[src/rtl/rsq_pkg.sv]
package rsq_pkg;

  // Ranks are ordered: a larger value wins.
  typedef enum logic [2:0] {
    SRC_NONE   = 3'd0,
    SRC_RELOAD = 3'd1,
    SRC_SOFT   = 3'd2,
    SRC_PIN    = 3'd3,
    SRC_POR    = 3'd4
  } src_e;

  typedef enum logic [2:0] {
    ST_RUN   = 3'd0,
    ST_START = 3'd1,
    ST_LOAD  = 3'd2,
    ST_HOLD  = 3'd3,
    ST_WAIT  = 3'd4
  } state_e;

  function automatic int imax(input int a, input int b);
    return (a > b) ? a : b;
  endfunction

endpackage

[src/rtl/rsq_sync.sv]
module rsq_sync #(
  parameter int STAGES  = 2,
  parameter bit RST_VAL = 1'b0
) (
  input  logic clk,
  input  logic arst_n,
  input  logic d,
  output logic q
);
  logic [STAGES-1:0] sr;

  always_ff @(posedge clk or negedge arst_n) begin
    if (!arst_n) sr <= {STAGES{RST_VAL}};
    else         sr <= {sr[STAGES-2:0], d};
  end

  assign q = sr[STAGES-1];
endmodule

[src/rtl/rsq_timer.sv]
module rsq_timer
  import rsq_pkg::*;
#(
  parameter int T_POR     = 7_000_000,
  parameter int T_PIN_DEF = 200,
  parameter int T_PIN_NV  = 2_000_000,
  parameter int T_SOFT    = 16,
  parameter int T_RELOAD  = 2_000_000
) (
  input  logic clk,
  input  logic arst_n,
  input  logic start,
  input  logic abort,
  input  src_e src,
  input  logic strap,
  output logic expire
);
  localparam int TMAX = imax(imax(T_POR, T_PIN_NV), imax(imax(T_PIN_DEF, T_SOFT), T_RELOAD));
  localparam int CW   = $clog2(TMAX + 1);

  logic [CW-1:0] cnt;
  logic [CW-1:0] len_m1;
  logic          running;

  always_comb begin
    unique case (src)
      SRC_POR:    len_m1 = CW'(T_POR - 1);
      SRC_PIN:    len_m1 = strap ? CW'(T_PIN_NV - 1) : CW'(T_PIN_DEF - 1);
      SRC_SOFT:   len_m1 = CW'(T_SOFT - 1);
      SRC_RELOAD: len_m1 = CW'(T_RELOAD - 1);
      default:    len_m1 = '0;
    endcase
  end

  assign expire = running && (cnt == '0);

  always_ff @(posedge clk or negedge arst_n) begin
    if (!arst_n) begin
      cnt     <= '0;
      running <= 1'b0;
    end else if (start) begin
      cnt     <= len_m1;
      running <= 1'b1;
    end else if (abort || expire) begin
      running <= 1'b0;
    end else if (running) begin
      cnt <= cnt - 1'b1;
    end
  end
endmodule

[src/rtl/rsq_outgate.sv]
module rsq_outgate (
  input  logic clk,
  input  logic arst_n,
  input  logic sleep_req,
  input  logic safe_pt,
  output logic out_en
);
  // Enable only moves on a clock-safe cycle, so no shortened pulse escapes.
  always_ff @(posedge clk or negedge arst_n) begin
    if (!arst_n)      out_en <= 1'b1;
    else if (safe_pt) out_en <= !sleep_req;
  end
endmodule

[src/rtl/rst_seq_ctrl.sv]
module rst_seq_ctrl
  import rsq_pkg::*;
#(
  parameter int            AW          = 12,
  parameter int            DW          = 8,
  parameter int            SYNC_STAGES = 2,
  parameter int            T_POR       = 7_000_000,
  parameter int            T_PIN_DEF   = 200,
  parameter int            T_PIN_NV    = 2_000_000,
  parameter int            T_SOFT      = 16,
  parameter int            T_RELOAD    = 2_000_000,
  parameter logic [DW-1:0] CTRL0_RST   = 'h18,
  parameter logic [AW-1:0] CTRL_ADDR   = 'h000,
  parameter logic [AW-1:0] RELOAD_ADDR = 'hB02,
  parameter int            SOFT_BIT_A  = 2,
  parameter int            SOFT_BIT_B  = 5,
  parameter int            RELOAD_BIT  = 1
) (
  input  logic          clk,
  input  logic          por_n,
  input  logic          rst_pin_n,
  input  logic          pd_n,
  input  logic          strap_nv,
  input  logic          sclk_edge,
  input  logic          safe_pt,
  input  logic          wr_valid,
  output logic          wr_ready,
  input  logic [AW-1:0] wr_addr,
  input  logic [DW-1:0] wr_data,
  output logic          nvm_load_req,
  input  logic          nvm_load_done,
  output logic          dflt_load,
  output logic          sync_pulse,
  output logic          in_reset,
  output logic          out_hold,
  output logic          out_en,
  output logic [DW-1:0] ctrl0_q
);
  localparam logic [DW-1:0] SOFT_MASK = (DW'(1) << SOFT_BIT_A) | (DW'(1) << SOFT_BIT_B);

  state_e        state;
  src_e          src;
  logic          strap_q;
  logic          sync_q;
  logic [DW-1:0] ctrl0;

  logic pin_q, pd_q;
  logic pin_low_s, sleep_s;
  logic wr_fire, ev_pin, ev_soft, ev_reload, any_ev, plain_wr;
  logic tmr_start, tmr_expire, tmr_strap;

  rsq_sync #(.STAGES(SYNC_STAGES), .RST_VAL(1'b0)) u_pin_sync (
    .clk(clk), .arst_n(rst_pin_n), .d(1'b1), .q(pin_q)
  );

  rsq_sync #(.STAGES(SYNC_STAGES), .RST_VAL(1'b1)) u_pd_sync (
    .clk(clk), .arst_n(por_n), .d(pd_n), .q(pd_q)
  );

  assign pin_low_s = !pin_q;
  assign sleep_s   = !pd_q;

  // Event decode with rank arbitration against the recovery in progress
  assign in_reset  = (state == ST_HOLD) || (state == ST_START);
  assign wr_ready  = !in_reset;
  assign wr_fire   = wr_valid && wr_ready;

  assign ev_pin    = pin_low_s && (src <= SRC_PIN);
  assign ev_soft   = wr_fire && (wr_addr == CTRL_ADDR) &&
                     wr_data[SOFT_BIT_A] && wr_data[SOFT_BIT_B] && (src <= SRC_SOFT);
  assign ev_reload = wr_fire && (wr_addr == RELOAD_ADDR) && wr_data[RELOAD_BIT] &&
                     strap_nv && (src <= SRC_RELOAD);
  assign any_ev    = ev_pin || ev_soft || ev_reload;
  assign plain_wr  = wr_fire && (wr_addr == CTRL_ADDR);

  assign tmr_start = !any_ev &&
                     (((state == ST_START) && !strap_nv) ||
                      ((state == ST_LOAD) && nvm_load_done));
  assign tmr_strap = (state == ST_START) ? strap_nv : strap_q;

  rsq_timer #(
    .T_POR(T_POR), .T_PIN_DEF(T_PIN_DEF), .T_PIN_NV(T_PIN_NV),
    .T_SOFT(T_SOFT), .T_RELOAD(T_RELOAD)
  ) u_timer (
    .clk(clk), .arst_n(por_n), .start(tmr_start), .abort(any_ev),
    .src(src), .strap(tmr_strap), .expire(tmr_expire)
  );

  rsq_outgate u_gate (
    .clk(clk), .arst_n(por_n), .sleep_req(sleep_s), .safe_pt(safe_pt), .out_en(out_en)
  );

  always_ff @(posedge clk or negedge por_n) begin
    if (!por_n) begin
      state   <= ST_START;
      src     <= SRC_POR;
      strap_q <= 1'b0;
      sync_q  <= 1'b0;
      ctrl0   <= CTRL0_RST;
    end else begin
      sync_q <= tmr_start && ((src == SRC_POR) || (src == SRC_PIN));
      if (ev_pin) begin
        state <= ST_HOLD;
        src   <= SRC_PIN;
        ctrl0 <= CTRL0_RST;
      end else if (ev_soft) begin
        state <= ST_HOLD;
        src   <= SRC_SOFT;
        ctrl0 <= wr_data;
      end else if (ev_reload) begin
        state <= ST_START;
        src   <= SRC_RELOAD;
      end else begin
        if (plain_wr) ctrl0 <= wr_data & ~SOFT_MASK;
        unique case (state)
          ST_START: begin
            strap_q <= strap_nv;
            state   <= strap_nv ? ST_LOAD : ST_WAIT;
          end
          ST_LOAD: if (nvm_load_done) state <= ST_WAIT;
          ST_HOLD: begin
            if (src == SRC_PIN) begin
              if (!pin_low_s) state <= ST_START;
            end else if (sclk_edge) begin
              // soft bits clear on the extra serial edge; rest of byte kept
              ctrl0 <= ctrl0 & ~SOFT_MASK;
              state <= ST_START;
            end
          end
          ST_WAIT: if (tmr_expire) begin
            state <= ST_RUN;
            src   <= SRC_NONE;
          end
          default: ;
        endcase
      end
    end
  end

  assign nvm_load_req = (state == ST_LOAD);
  assign dflt_load    = (state == ST_START) && !strap_nv;
  assign sync_pulse   = sync_q;
  assign out_hold     = (state != ST_RUN);
  assign ctrl0_q      = ctrl0;
endmodule

[config.mk]
export PLATFORM = sky130hd
export DESIGN_NAME = rst_seq_ctrl
export DESIGN_NICKNAME = d
export VERILOG_FILES = /design/src/rtl/rsq_pkg.sv /design/src/rtl/rsq_sync.sv /design/src/rtl/rsq_timer.sv /design/src/rtl/rsq_outgate.sv /design/src/rtl/rst_seq_ctrl.sv
export SDC_FILE = /design/constraint.sdc
export NUM_CORES = 1
export LEC_CHECK = 0
export BUFFER_PORTS_ARGS = -buffer_cell sky130_fd_sc_hd__buf_2
export CORE_MARGIN = 1.5
export CORE_UTILIZATION = 51
export DETAILED_ROUTE_END_ITERATION = 16
export PLACE_DENSITY_LB_ADDON = 0.15
export SLEW_MARGIN = 15
export SYNTH_ARGS = -nofsm -noshare
export SYNTH_HDL_FRONTEND = slang
export SYNTH_SLANG_ARGS = --single-unit
[constraint.sdc]
create_clock -name clk -period 2.1 [get_ports clk]
set_clock_uncertainty 0.05 [all_clocks]
set_input_delay 0.21 -clock clk [delete_from_list [all_inputs] [get_ports clk]]
set_output_delay 0.21 -clock clk [all_outputs]
set_load 0.005 [all_outputs]
* Word level (Yosys, flattened, before mapping)
Cells that the tools add are included.
** Storage, ports and cells
- Input port bits :: 29
- Output and inout bits :: 15
- Logic and storage cells :: 101
- Register bits after elaboration :: 45
** Cells by class
- Reductions and logical operators :: 38
- Add/sub/neg operators :: 1
- Equal/unequal tests :: 16
- Magnitude comparators :: 3
- Muxes and demuxes :: 29
- Bitwise operators :: 3
** Operator list (count)
- 23-bit one-hot mux with 4 select lines :: 1
- 23-bit two-way mux :: 3
- 8-bit two-way mux :: 7
- 3-bit two-way mux :: 13
- 23-bit zero test :: 1
- 23-bit by 1-bit subtractor with 23-bit output (second input constant) :: 1
- 21-bit two-way mux :: 1
- 1-bit logical AND :: 15
- 12-bit == test (second input constant) :: 1
- 3-bit by 2-bit == test with 1-bit output (second input constant) :: 4
- 12-bit zero test :: 1
- 6-bit by 5-bit != test with 1-bit output (second input constant) :: 2
- 3-bit one-hot mux with 4 select lines :: 1
- 5-bit by 4-bit != test with 1-bit output (second input constant) :: 2
- 4-bit nonzero test :: 2
- 7-bit nonzero test :: 1
- 3-bit by 1-bit == test with 1-bit output (second input constant) :: 2
- 3-bit == test (second input constant) :: 2
- 3-bit by 2-bit <= comparator with 1-bit output (second input constant) :: 2
- 1-bit logical OR :: 6
- 2-bit AND reduction :: 3
- 5-bit by 1-bit != test with 1-bit output (second input constant) :: 1
- 5-bit AND reduction :: 1
- 1-bit zero test :: 4
- other kinds (8) :: 13

* Logic depth before layout (Yosys ltp)
Gate-level depths: netlist of run 1.
- Word-level depth :: 14
- Gate-level depth with buffers :: 10
- Depth with buffers taken out :: 8

* Modules after synthesis
A second synthesis of run 1 with hierarchy kept.
** Unflattened totals
- Cells, all modules :: 279
- Area total of the unflattened synthesis :: 2585.0 um^2
** By module, submodules not included
- rsq_timer :: cells each 170, times used 1, area an instance 1483.9 um^2
- rst_seq_ctrl :: cells each 102, times used 1, area an instance 958.4 um^2
- rsq_sync (u_pd_sync) :: cells each 2, times used 1, area an instance 52.6 um^2
- rsq_sync (u_pin_sync) :: cells each 2, times used 1, area an instance 50.0 um^2
- rsq_outgate :: cells each 3, times used 1, area an instance 40.0 um^2

* Worst setup path before layout of run 1
No wires, ideal clock.
- Path type :: reg2reg
- From :: reg state[0]
- To :: reg u_timer.cnt[14]
- Clock period less this slack :: 2.183 ns
- Path buffers :: 2
- Data required time :: 1.929 ns
- Path slack :: -0.083 ns
- Stages on the path, launching flop included :: 9
- Arrival :: 2.012 ns
- Library setup time :: 0.121 ns
- Cells stage by stage :: dfstp_2 > buf_4 > or3b_1 > a21oi_4 > o21ai_2 > nor3_4 > buf_4 > o21ai_0 > a22o_1
** Between the ends
- Cells in the longest elaborated chain, start to end :: 14
** RTL lines
- start: declaration :: RTL line rst_seq_ctrl.sv:41 : state_e state;
- start signal: assignment :: RTL line rst_seq_ctrl.sv:118 : state <= strap_nv ? ST_LOAD : ST_WAIT;
- 3-bit by 2-bit == test with 1-bit output / 3-bit by 1-bit == test with 1-bit output (equally long branches) :: RTL line rst_seq_ctrl.sv:64, rst_seq_ctrl.sv:77
- 1-bit logical OR :: RTL line rst_seq_ctrl.sv:64 : assign in_reset = (state == ST_HOLD) || (state == ST_START);
- 1-bit zero test :: RTL line rst_seq_ctrl.sv:65 : assign wr_ready = !in_reset;
- 1-bit logical AND :: RTL line rst_seq_ctrl.sv:66 : assign wr_fire = wr_valid && wr_ready;
- 1-bit logical AND (2 in series) :: RTL line rst_seq_ctrl.sv:69 : assign ev_soft = wr_fire && (wr_addr == CTRL_ADDR) &&
- 1-bit logical AND (2 in series) :: RTL line rst_seq_ctrl.sv:70 : wr_data[SOFT_BIT_A] && wr_data[SOFT_BIT_B] && (src <= SRC_SOFT);
- 1-bit logical OR (2 in series) :: RTL line rst_seq_ctrl.sv:73 : assign any_ev = ev_pin || ev_soft || ev_reload;
- 1-bit zero test :: RTL line rst_seq_ctrl.sv:76 : assign tmr_start = !any_ev &&
- 1-bit logical AND :: RTL line rst_seq_ctrl.sv:76
- 2-bit != test (no source line) / 2-bit nonzero test (equally long branches)
- 2-bit AND reduction (no source line)
- end signal: assignment :: RTL line rsq_timer.sv:42 : cnt <= len_m1;
- end signal: assignment :: RTL line rsq_timer.sv:47 : cnt <= cnt - 1'b1;
- end: declaration :: RTL line rsq_timer.sv:21 : logic [CW-1:0] cnt;
Parallel ways exist; a longest one is shown, timed or not.
A chain may end at the register's enable or synchronous reset.

* Final worst setup path of run 1
- From :: reg state[0]
- To :: reg u_timer.cnt[2]
The elaborated chain is that of the path after synthesis.

==> results of run 1 <==
cell usage in the layout, fill, tap and decap left out, types with 3 or more instances in the layout:
| cell type | count |
|---|---|
| o21ai_0 | 20 |
| dfstp_2 | 7 |
| a22o_1 | 10 |
| nor2_1 | 24 |
| nand3_1 | 10 |
| dfrtp_1 | 37 |
| o21ai_1 | 9 |
| or2_2 | 4 |
| mux2i_1 | 9 |
| buf_2 | 43 |
| buf_4 | 75 |
| a21o_1 | 3 |
| nor2b_1 | 3 |
| nand4_1 | 6 |
| o21ai_2 | 4 |
| inv_1 | 5 |
| a21oi_1 | 9 |
| nor4_1 | 5 |
| o31ai_1 | 3 |
| nand2b_1 | 3 |
| buf_6 | 4 |
| o41ai_2 | 4 |
| nand2_1 | 21 |
| nor4_4 | 3 |
| or3_1 | 3 |
| clkbuf_8 | 6 |
| nor3_1 | 10 |
| dlygate4sd3_1 | 3 |
kinds of logic (layout without fill, tap and decap cells):
family / count (synthesis) / count (layout) / synth area share (%)
DFF: 45 / 45 / 41.7
AOI/OAI and AO/OA: 88 / 88 / 23.0
xor gates and xnor gates: 2 / 2 / 0.643
buffers and inverters: 20 / 141 / 3.67
adders and majority gates: 2 / 2 / 0.919
other: 1 / 1 / 0.138
and+or+nand+nor: 119 / 119 / 26.2
muxes: 10 / 10 / 3.72
per-layer routing:
metal / vias to the layer above / global-route usage, % / routed length [µm]
met2: 172 / 42.7 / 4080
met4: 0 / 9.07 / 315
met1: 1410 / 39.8 / 3710
met3: 38 / 4.43 / 738
li1: 1325 / - / -
met5: - / 0 / 0
Yosys cell counts (6+ instances only):
library cell,n,area share (%)
a22o_1,10,3.2
o21ai_0,31,5.7
nor4_1,7,1.6
dfrtp_1,38,35
a21oi_1,9,1.7
nand4_1,6,1.4
mux2i_1,9,3.3
dfstp_2,7,6.8
nand2_1,21,2.9
nor2_1,25,3.4
nand3_1,10,1.8
nor3_1,11,2.0
final timing paths:
path | startpoint | slack, ns | to
max | state[0] | -0.08 | u_timer.cnt[2]
min | wr_data[3] | 0.08 | ctrl0_q[3]
max reg2reg | state[0] | -0.08 | u_timer.cnt[2]
min reg2reg | u_pin_sync.sr[0] | 0.32 | u_pin_sync.sr[1]
max in group asynchronous | por_n | 1.12 | u_timer.cnt[3]
min in group asynchronous | rst_pin_n | 0.16 | u_pin_sync.sr[0]
what timing repair did:
action,in CTS,in global routing
setup buffers,1,11
cloned,0,2
setup endpoints to repair,16,24
hold endpoints to repair,39,0
pin swaps,2,9
hold buffers,3,0
resized for setup,7,38
stage by stage:
step	TNS [ns]	area, µm²	hold slack, ns	instances
after floorplan	-0.325	2740	-0.136	287
after global placement	-0.237	3450	-0.0522	453
after detailed placement	-1.12	3450	-0.0480	453
after CTS	-0.0652	3640	0.0771	465
after global routing	-1.90	3850	0.0723	478
final	-0.627	3850	0.0793	478
power breakdown:
group	total, mW	switching [mW]	internal [mW]
Combinational	2.57	1.29	1.28
Sequential	1.28	0.203	1.08
Clock	0.709	0.322	0.387
Total	4.56	1.81	2.74
worst max-delay path: stages, from the launching register on:
cell and delay [ns]:
dfstp_2 0.57, or3b_4 0.40, a21oi_4 0.14, o21ai_2 0.10
nor3_4 0.24, buf_6 0.21, mux2i_1 0.24, a22oi_2 0.11
registers in the layout (all words and copies together), names as in the netlist:
signal           count
ctrl0_q              8
state                3
strap_q              1
u_timer.cnt         23
u_pin_sync.sr        2
src                  3
sync_pulse           1
u_timer.running      1
u_pd_sync.sr         2
u_gate.out_en        1
layout make-up:
type / count / area share [%]
clock buffer: 6 / 2.14
timing repair buffer: 126 / 22.5
multi-input combinational: 222 / 41.7
timing repair inverter: 1 / 0.130
clock inverter: 2 / 0.975
tap: 70 / 2.27
sequential: 45 / 29.5
inverter: 6 / 0.715
==> summary.md, run 1 <==
| Metric | Value |
|---|---|
| Primary FF master, synth | dfrtp_1 |
| Utilization after layout | approximately three quarters |
| Endpoints failing hold | 0 |
| Boundary pin count | between 40 and 50 |
| Flops & latches, synth | 45 |
| Largest net degree at the start of global routing | 44 |
| Violated checks | negative setup slack |
| R2R depth | 7 |
| Worst setup margin | -0.0797 ns |
| Die Width | roughly 76 µm |
| Crit end category | flip-flop |
| Max-slew violations | 0 |
| Initial antenna violation count | 0 |
| Max clock buf depth | 2 |
| Data required time of the critical path | approximately 2.2 ns |
| Fillers | around 380 |
| Synth-to-Final Area Change | 41.4% |
| H-tree Lvls | 2 |
| Sequential cell area | around 0.0011 mm² |
| Starting Density | 53.0% |
| Dpl ws | -0.116 ns |
| Via count | 2,945 |
| Final setup vio count | 18 |
| Area of the multi-input gates | approximately 0.0016 mm² |
| Clock transition at path regs | 0.10 ns |
| # DRC | 0 |
| Total power | between 4 and 5 mW |
| Final GP Congestion | 0.915 |
| GRT Overall Usage | around 28% |
| Hold/Removal Path Class | in2reg |
| Rel. slew slack | between 60 and 70% |
| Synth Net Count | roughly 320 |
| CTS buffer count | 5 |
| Synth async-reset ratio | between 90% and 100% |
| Unrepaired setup endpoints after global routing | true |
| Clock root buffer | clkbuf_8 |
| Crit-path max FO | 12 |
| WS Path Type | reg2reg |
| Total Wirelength | between 8 and 9 mm |
| Leak Pwr | about 1.8 nW |
| Pwr dens | about 1200 mW/mm² |
| Cell Area, Synth | about 0.0027 mm² |
| Worst Hold Depth | 3 |
| Min Clock Period, post-route | roughly 2.2 ns |
| Cells after Synth | between 200 and 300 |
| Port Buf Inserts | 43 |
| VDD IR-drop max | around 0.00069 V |
| Share of cells above drive strength 1 | 46.1% |
| Number of synthesized flops with an enable pin | 0 |
| Worst-Margin Slew | about 0.57 ns |
| Vias in the first global route | between 2,000 and 3,000 |
| Vias per cell | 6.16 |
| Fmax | approximately 460 MHz |
| Full die area | ~0.0058 mm² |
| Drt pass-1 iters | 5 |
| Syn. warnings | 0 |
| Core footprint | 0.00514 mm² |
| Outcome | complete, but fails checks |
| Iteration-0 DRC Markers | ~380 |
| Post-route ant nets | 0 |
| Count of different cell masters after synthesis | 70 |
| First-pass GRT wire length | ~13 mm |
| Clock Latency Late Sink | 0.31 ns |
| Total of max-cap violations | 0 |
| HPWL after DPL | ~5.6 mm |
| Clock sinks | 45 |
| Period utilization | 104% |
| Mean post-synth cell area | between 9 and 10 µm² |
| Antenna diodes | 0 |
| Row cnt | 26 |
| Critical Path AT | around 2.3 ns |
| Die span in y | between 70 and 80 µm |
| Number of nets in the layout | 438 |
| CTS tree | yes |
| Type of origin of the critical path | flip-flop |
| Residual overflow from global routing | 0 |
| Avg WL per Cell | about 19 µm |
| Sequential area share after synthesis | a little over two fifths |
Note: power is estimated with default switching activity, not from simulation.
==> run 2: changes to the inputs <==
--- a/config.mk
+++ b/config.mk
@@ -7,7 +7,7 @@
 export LEC_CHECK = 0
 export BUFFER_PORTS_ARGS = -buffer_cell sky130_fd_sc_hd__buf_2
 export CORE_MARGIN = 1.5
-export CORE_UTILIZATION = 51
+export CORE_UTILIZATION = 50
 export DETAILED_ROUTE_END_ITERATION = 16
 export PLACE_DENSITY_LB_ADDON = 0.15
 export SLEW_MARGIN = 15
==> summary.md, run 2 (synthesis results as in run 1) <==
| Metric | Value |
|---|---|
| Drt pass-1 iters | 5 (unchanged) |
| CTS buffer count | 5 (unchanged) |
| Row cnt | 26 (unchanged) |
| Commonest cells after routing, fill and taps aside | 85 x buf_4, 43 x buf_2, 38 x dfrtp_1, 25 x nor2_1, 24 x o21ai_0 |
| Die span in y | 76.8 µm (+0.96%) |
| Final GP Congestion | 0.935 (+2.2%) |
| Boundary pin count | 44 (unchanged) |
| # DRC | 0 (unchanged) |
| Placed cells | 455 (+0.44%) |
| Share of cells above drive strength 1 | 46.1% (about the same) |
| Period utilization | 108% (+4.5 points) |
| CTS tree | yes |
| Unrepaired setup endpoints after global routing | true |
| Pwr dens | 1180 mW/mm² (+0.12%) |
| Final setup vio count | 20 (+2) |
| Starting Density | 52.7% (-0.33 points) |
| Dpl ws | -0.118 ns (-0.00177 ns) |
| Sum Neg Setup Slack | -2.26 ns (-1.63 ns) |
| Largest net degree at the start of global routing | 24 (-45%) |
| Clock sinks | 45 (unchanged) |
| Max-slew violations | 0 (unchanged) |
| Hold/Removal Path Class | in2reg |
| Commonest non-fill, non-tap cell in the layout | buf_4 |
| Critical Path AT | 2.43 ns (+0.11 ns) |
| Initial antenna violation count | 0 (unchanged) |
| Max clock buf depth | 2 (unchanged) |
| Worst-Margin Slew | 0.526 ns (-0.0404 ns) |
| Total of max-cap violations | 0 (unchanged) |
| Port Buf Inserts | 43 (unchanged) |
| Type of origin of the critical path | flip-flop |
| Utilization after layout | 76.1% (+1.2 points) |
| Reg with most FFs | u_timer.cnt |
| Die Width | 76.8 µm (+0.96%) |
| Violated checks | negative setup slack |
| First-pass GRT wire length | 13.7 mm (+7.4%) |
| R2R depth | 8 (+1) |
| Full die area | 0.00590 mm² (+1.9%) |
| Total Wirelength | 9.09 mm (+2.7%) |
| Clock Latency Late Sink | 0.31 ns (about the same) |
| Clock transition at path regs | 0.10 ns (about the same) |
| Number of nets in the layout | 449 (+2.5%) |
| HPWL after DPL | 5.73 mm (+2.1%) |
| Crit end category | flip-flop |
| VDD IR-drop max | 0.000763 V (+11%) |
| Leak Pwr | 1.85 nW (+3.1%) |
| Post-route ant nets | 0 (unchanged) |
| Worst setup margin | -0.174 ns (-0.0945 ns) |
| Antenna diodes | 0 (unchanged) |
| Max FFs per register | 23 (unchanged) |
| Rel. slew slack | 64.7% (+2.6 points) |
| Via count | 2,995 (+1.7%) |
| Iteration-0 DRC Markers | 314 (-18%) |
| Outcome | complete, but fails checks |
| Worst r2r src | state[0] |
| Clock root buffer | clkbuf_8 |
| Vias per cell | 6.12 (-0.59%) |
| Crit-path max FO | 9 (-3) |
| R2R setup slack | -0.17 ns (-0.09 ns) |
| Data required time of the critical path | 2.25 ns (about the same) |
| GRT Overall Usage | 29.3% (+1.6 points) |
| Synth-to-Final Area Change | 44.6% |
| H-tree Lvls | 2 (unchanged) |
| Core footprint | 0.00517 mm² (+0.63%) |
| Residual overflow from global routing | 0 (unchanged) |
| WS Path Type | reg2reg |
| Worst R2R End | u_timer.cnt[11] |
| Vias in the first global route | 2,851 (+8.9%) |
| Final non-filler cell total | 489 (+2.3%) |
| HP Start | wr_data[3] |
| Endpoints failing hold | 0 (unchanged) |
| Fmax | 440 MHz (-4.2%) |
| Avg WL per Cell | 18.6 µm (+0.41%) |
| Min Clock Period, post-route | 2.27 ns (+0.0945 ns) |
| Hold Path Sink | ctrl0_q[3] |
| Worst Hold Depth | 3 (unchanged) |
==> run 2: per-layer routing <==
layer	part of all wire [%]	global-route usage, %
met1	40	38.7
met2	48	47.1
met3	8.1	5.00
met4	3.4	12.8
met5	0	0
==> run 2: worst max-delay path by stage <==
stage / from / endpoint / slack (ns) / depth (start not counted)
2_1_floorplan: state[0] / u_timer.cnt[9] / -0.06 / 8
3_3_place_gp: wr_addr[10] / u_timer.cnt[19] / -0.05 / 9
3_5_place_dp: wr_addr[9] / u_timer.cnt[19] / -0.12 / 9
4_1_cts: state[0] / u_timer.cnt[9] / -0.06 / 8
5_1_grt: state[0] / u_timer.cnt[11] / -0.26 / 8
6_report: state[0] / u_timer.cnt[11] / -0.17 / 8
==> run 2: power breakdown <==
group          switching, mW  internal [mW]
combinational           1.38           1.40
sequential             0.219           1.08
clock                  0.344          0.243
total                   1.94           2.72
==> run 2: through the flow <==
| step | total power, mW | instance area, µm² | hold WS (ns) |
|---|---|---|---|
| CTS | 4.30 | 3810 | 0.0703 |
| finish | 4.67 | 3940 | 0.0706 |
| floorplan | 2.44 | 2740 | -0.136 |
| detailed placement | 3.43 | 3490 | -0.0509 |
| global route | 4.88 | 3940 | 0.0693 |
| global placement | 3.39 | 3490 | -0.0547 |
==> run 2: worst max-delay path, stage by stage, from the launching register on <==
cell     delay [ns]
dfstp_2        0.57
or3b_4         0.41
a21oi_4        0.17
o21ai_2        0.11
nor3_4         0.23
buf_4          0.20
buf_16         0.13
o21ai_0        0.11
a22o_1         0.19
==> run 2: repair_timing <==
item	4_1_cts	5_1_grt
hold buffers	3	0
pin swaps	4	8
gates cloned	2	3
hold endpoints to repair	21	0
setup endpoints to repair	17	27
setup buffers	10	9
gates resized for setup	16	17
==> run 2: final cells by class <==
| class | instances | area (µm²) |
|---|---|---|
| clock inverter | 3 | 25.0 |
| tap | 70 | 87.6 |
| inverter | 6 | 27.5 |
| multi-input combinational | 222 | 1590 |
| fill | 350 | 1230 |
| timing repair buffer | 136 | 990 |
| timing repair inverter | 2 | 11.3 |
| clock buffer | 5 | 68.8 |
| sequential | 45 | 1130 |
